## config.mk

```make
export PLATFORM = sky130hd
export DESIGN_NAME = pca_aggregator
export DESIGN_NICKNAME = d
export VERILOG_FILES = /design/src/rtl/pca_pkg.sv /design/src/rtl/pca_cause_collect.sv /design/src/rtl/pca_swmask.sv /design/src/rtl/pca_rsp_slot.sv /design/src/rtl/pca_aggregator.sv
export SDC_FILE = /design/constraint.sdc
export NUM_CORES = 1
export LEC_CHECK = 0
export BUFFER_PORTS_ARGS = -buffer_cell sky130_fd_sc_hd__buf_2
export CELL_PAD_IN_SITES_DETAIL_PLACEMENT = 2
export CELL_PAD_IN_SITES_GLOBAL_PLACEMENT = 2
export CORE_MARGIN = 3
export CORE_UTILIZATION = 30
export DETAILED_ROUTE_END_ITERATION = 8
export GPL_ROUTABILITY_DRIVEN = 0
export PLACE_DENSITY = 0.67
export SLEW_MARGIN = 25
export SYNTH_ARGS = -nofsm -noshare
export SYNTH_HDL_FRONTEND = slang
export SYNTH_SLANG_ARGS = --single-unit
```

## constraint.sdc

```tcl
create_clock -name clk_i -period 2.6 [get_ports clk_i]
set_input_delay 0.13 -clock clk_i [delete_from_list [all_inputs] [get_ports clk_i]]
set_output_delay 0.13 -clock clk_i [all_outputs]
set_load 0.1 [all_outputs]
```

## src/rtl/pca_pkg.sv

```systemverilog
package pca_pkg;
  localparam int NUM_GRP  = 3;
  localparam int RX_BIT   = 0;
  localparam int TX_BIT   = 1;
  localparam int MISC_BIT = 2;
endpackage

```

## src/rtl/pca_cause_collect.sv

```systemverilog
module pca_cause_collect #(
  parameter int NGRP = pca_pkg::NUM_GRP
) (
  input  logic            clk_i,
  input  logic            rst_ni,
  input  logic [NGRP-1:0] grp_i,
  input  logic            clr_i,
  output logic [NGRP-1:0] cause_o
);
  // one sticky bit per group; a clearing read still lets a live source in
  for (genvar g = 0; g < NGRP; g++) begin : g_bit
    logic bit_q;
    always_ff @(posedge clk_i or negedge rst_ni) begin
      if (!rst_ni)    bit_q <= 1'b0;
      else if (clr_i) bit_q <= grp_i[g];
      else            bit_q <= bit_q | grp_i[g];
    end
    assign cause_o[g] = bit_q;
  end
endmodule

```

## src/rtl/pca_swmask.sv

```systemverilog
module pca_swmask #(
  parameter int DATA_W = 32
) (
  input  logic              clk_i,
  input  logic              rst_ni,
  input  logic              we_i,
  input  logic [DATA_W-1:0] wdata_i,
  output logic [DATA_W-1:0] mask_o
);
  always_ff @(posedge clk_i or negedge rst_ni) begin
    if (!rst_ni)   mask_o <= '1;
    else if (we_i) mask_o <= wdata_i;
  end
endmodule

```

## src/rtl/pca_rsp_slot.sv

```systemverilog
module pca_rsp_slot #(
  parameter int DATA_W = 32
) (
  input  logic              clk_i,
  input  logic              rst_ni,
  input  logic              load_i,
  input  logic [DATA_W-1:0] data_i,
  input  logic              rsp_ready_i,
  output logic              rsp_valid_o,
  output logic [DATA_W-1:0] rsp_data_o,
  output logic              free_o
);
  assign free_o = !rsp_valid_o || rsp_ready_i;

  always_ff @(posedge clk_i or negedge rst_ni) begin
    if (!rst_ni) begin
      rsp_valid_o <= 1'b0;
      rsp_data_o  <= '0;
    end else if (load_i) begin
      rsp_valid_o <= 1'b1;
      rsp_data_o  <= data_i;
    end else if (rsp_ready_i) begin
      rsp_valid_o <= 1'b0;
    end
  end
endmodule

```

## src/rtl/pca_aggregator.sv

```systemverilog
module pca_aggregator #(
  parameter int DATA_W     = 32,
  parameter int ADDR_W     = 4,
  parameter int CAUSE_ADDR = 0,
  parameter int MASK_ADDR  = 4
) (
  input  logic                        clk_i,
  input  logic                        rst_ni,
  input  logic [pca_pkg::NUM_GRP-1:0] grp_irq_i,
  input  logic                        req_valid_i,
  output logic                        req_ready_o,
  input  logic                        req_write_i,
  input  logic [ADDR_W-1:0]           req_addr_i,
  input  logic [DATA_W-1:0]           req_wdata_i,
  output logic                        rsp_valid_o,
  input  logic                        rsp_ready_i,
  output logic [DATA_W-1:0]           rsp_data_o,
  output logic                        irq_o
);
  localparam int NGRP = pca_pkg::NUM_GRP;
  localparam logic [ADDR_W-1:0] A_CAUSE = ADDR_W'(CAUSE_ADDR);
  localparam logic [ADDR_W-1:0] A_MASK  = ADDR_W'(MASK_ADDR);

  logic              acc, rd_cause, wr_mask, rd_any;
  logic [NGRP-1:0]   cause_q;
  logic [DATA_W-1:0] mask_q, rd_data;

  assign acc      = req_valid_i && req_ready_o;
  assign rd_any   = acc && !req_write_i;
  assign rd_cause = rd_any && (req_addr_i == A_CAUSE);
  assign wr_mask  = acc && req_write_i && (req_addr_i == A_MASK);

  always_comb begin
    rd_data = '0;
    if (req_addr_i == A_CAUSE)     rd_data = DATA_W'(cause_q);
    else if (req_addr_i == A_MASK) rd_data = mask_q;
  end

  pca_cause_collect #(.NGRP(NGRP)) u_cause (
    .clk_i(clk_i), .rst_ni(rst_ni), .grp_i(grp_irq_i),
    .clr_i(rd_cause), .cause_o(cause_q));

  pca_swmask #(.DATA_W(DATA_W)) u_mask (
    .clk_i(clk_i), .rst_ni(rst_ni), .we_i(wr_mask),
    .wdata_i(req_wdata_i), .mask_o(mask_q));

  pca_rsp_slot #(.DATA_W(DATA_W)) u_rsp (
    .clk_i(clk_i), .rst_ni(rst_ni), .load_i(rd_any), .data_i(rd_data),
    .rsp_ready_i(rsp_ready_i), .rsp_valid_o(rsp_valid_o),
    .rsp_data_o(rsp_data_o), .free_o(req_ready_o));

  assign irq_o = |(cause_q & ~mask_q[NGRP-1:0]);
endmodule

```

==> flow_summary.toml <==
[run_status]
status = "complete, no violations"

[routing]
drtIter0Drc = 46
firstDrtPassIters = 3
routed_via_density = 4.82
routed_wl_um = 6650
drc_errors = 0
avgRoutedWirePerCell_um = 18.3
ant_nets = 0
vias = 1749

[grt]
grt_pass1_wl_um = 10700
grt_start_max_net_pins = 39
grt_pass1_vias = 2024
grt.total_usage_pct = 14.2
overflow = 0
antenna_found_initial = 0

[yosys]
syn-cell-area_um2 = 2610
syn_area_per_cell_um2 = 15.9
synth_common_cells = "dfrtp_1 (36), dfstp_2 (32), mux2_2 (30)"
ys_ff_latch = 68
syn_nets = 208
synth-seq-area-share_pct = 66.7
synthTopCellsByArea = "dfrtp_1 (35%), dfstp_2 (32%), mux2_2 (13%)"
synthCells = 164
ys_warn_count = 0
ys.flop_type = "dfrtp_1"
synth_top_cell_by_area = "dfrtp_1"
synth_most_common_cell = "dfrtp_1"
yosysUniqueCellTypes = 22
synth_edf_count = 0
postSynth.asyncResetShare_pct = 100
synth_top_area_share_pct = 34.5

[critical_path]
path_cells = "nor2b_1 > inv_1 > buf_2"
rr_worst_depth = 5
worst_ep_required_time_ns = 2.47
cp-end-kind = "output pin"
cp_slowest_cell = "nor2b_1"
crit_family = "buffers and inverters"
cp.arrival_ns = 1.61
cp-start-kind = "flop"
path_class = "flop to output pin"
worst-path-max-fanout = 5
r2r_slack_ns = 0.90
path_buf_inv = 2
cp.depth = 3
max_stage_delay_ns = 0.41

[power]
powerDensity_nw_per_um2 = 715
peakVddDrop_uv = 276
leakage_nw = 1.63
totalPowerFinal_w = 0.00239

[run]
max-cap-violations = 0

[cts]
clkTransAtPathRegs_ns = 0.07
cts_tree = "done"
worstSkewPairLatency_ns = 0.33
htreeDepth = 3
cts.sinks = 68
cts.path.max_buffers = 2
cts_resized = 0
cts_root_buffer = "clkbuf_8"
numCtsBuffers = 9

[sta]
drv_slew = 0
setup_viol = 0
max_freq_mhz = 575
worst_clock_skew_ns = 0.00925
relSlewSlack_pct = 52.2
hold_violations = 0
final.setup.tns_ns = 0
tightest_slew_ns = 0.717
rsz0062_at_grt = "false"
hold_ws_ns = 0.0249
period_share_pct = 66.9
finalCriticalPeriod_ns = 1.74

[placed_design]
hpwlAfterDp_um = 4590
dp.cells = 342
placed_cell_area_um2 = 3120
portBuffers = 78

[die]
die_w_um = 99.3
ios = 79
die_area_um2 = 9860
num_rows = 33
core_area_um2 = 8340
start_util_pct = 31.3
die_y_um = 99.3

[finish]
nets = 297
n_antenna_cell = 0
stdcell_count = 363
seq_area_um2 = 1740
n_fill_cell = 886
multi_input_area_um2 = 803
design_area_um2 = 3340
area_delta_synth_final_pct = 27.8
drive_above_1_share_pct = 62.4

[hold_path]
hold_path_class = "input pin to flop"
whs_path_depth = 2
timing repair:
action | in CTS | in global routing
endpoints found under the hold margin | 17 | 0
setup buffers | 0 | 0
hold buffers | 5 | 0
routing by layer:
layer  vias to the layer above  share of wire (%)  GRT usage, %
met5                         -                  0             0
met4                         0                1.9          5.99
met3                         9                4.5          3.16
met2                        51                 50          23.6
met1                       906                 44          17.9
li1                        783                  -             -
cell families after synthesis:
kind of cell	after synthesis	share of synthesized area, %
buffers and inverters	12	2.73
muxes	35	15.0
DFF	68	66.7
AOI/OAI and AO/OA	36	11.9
and+or+nand+nor	13	3.64
report_power, final:
| part | switching [W] | internal, W |
|---|---|---|
| Combinational | 0.000219 | 0.000128 |
| Clock | 0.000376 | 0.000369 |
| Sequential | 0.0000597 | 0.00123 |
| Total | 0.000655 | 0.00173 |
metrics by stage:
| stage | util (%) | setup slack (ns) |
|---|---|---|
| 5_1_grt | 40.0 | 0.710 |
| 4_1_cts | 40.0 | 0.817 |
| 2_1_floorplan | - | 0.244 |
| 6_report | 40.0 | 0.860 |
| 3_3_place_gp | 37.4 | 0.710 |
| 3_5_place_dp | 37.4 | 0.685 |
worst paths after layout:
path	end	start
max	req_ready_o	u_rsp.rsp_valid_o$_DFFE_PN0P_
min	u_mask.mask_o[5]$_DFFE_PN1P_	req_wdata_i[5]
max reg2reg	u_rsp.rsp_data_o[29]$_DFFE_PN0P_	u_rsp.rsp_valid_o$_DFFE_PN0P_
min reg2reg	u_rsp.rsp_data_o[1]$_DFFE_PN0P_	u_rsp.rsp_data_o[1]$_DFFE_PN0P_
max in group asynchronous	u_mask.mask_o[18]$_DFFE_PN1P_	rst_ni
min in group asynchronous	u_rsp.rsp_data_o[24]$_DFFE_PN0P_	rst_ni
placed cells by master, fill, tap and decap left out, types with 2 or more instances in the layout:
cell type and instances:
buf_2 78, dfrtp_1 35, dfstp_2 32, mux2_2 30, a22o_1 29, clkbuf_8 10, dlygate4sd3_1 5, inv_1 3
a21o_1 3, nand2_1 3, mux2i_1 3, o2bb2ai_1 3, clkbuf_1 3, clkinv_2 3, buf_4 3, nand2b_1 2
nor2b_1 2, nor3_4 2, mux2_1 2
cell type report:
type	instances	share of cell area (%)
flip-flops and latches	68	52.3
multi-input cells	84	24.1
repair buffers	87	14.5
clock buffers	13	4.46
well taps	105	3.94
clock inverters	3	0.450
inverters	3	0.338
state kept, by name, indices dropped and copies added, names as in the netlist:
| name | cells |
|---|---|
| u_mask.mask_o | 32 |
| u_rsp.rsp_data_o | 32 |
| u_cause.g_bit.bit_q | 3 |
| u_rsp.rsp_valid_o | 1 |
No activity file was read; power rests on OpenSTA's default activity.
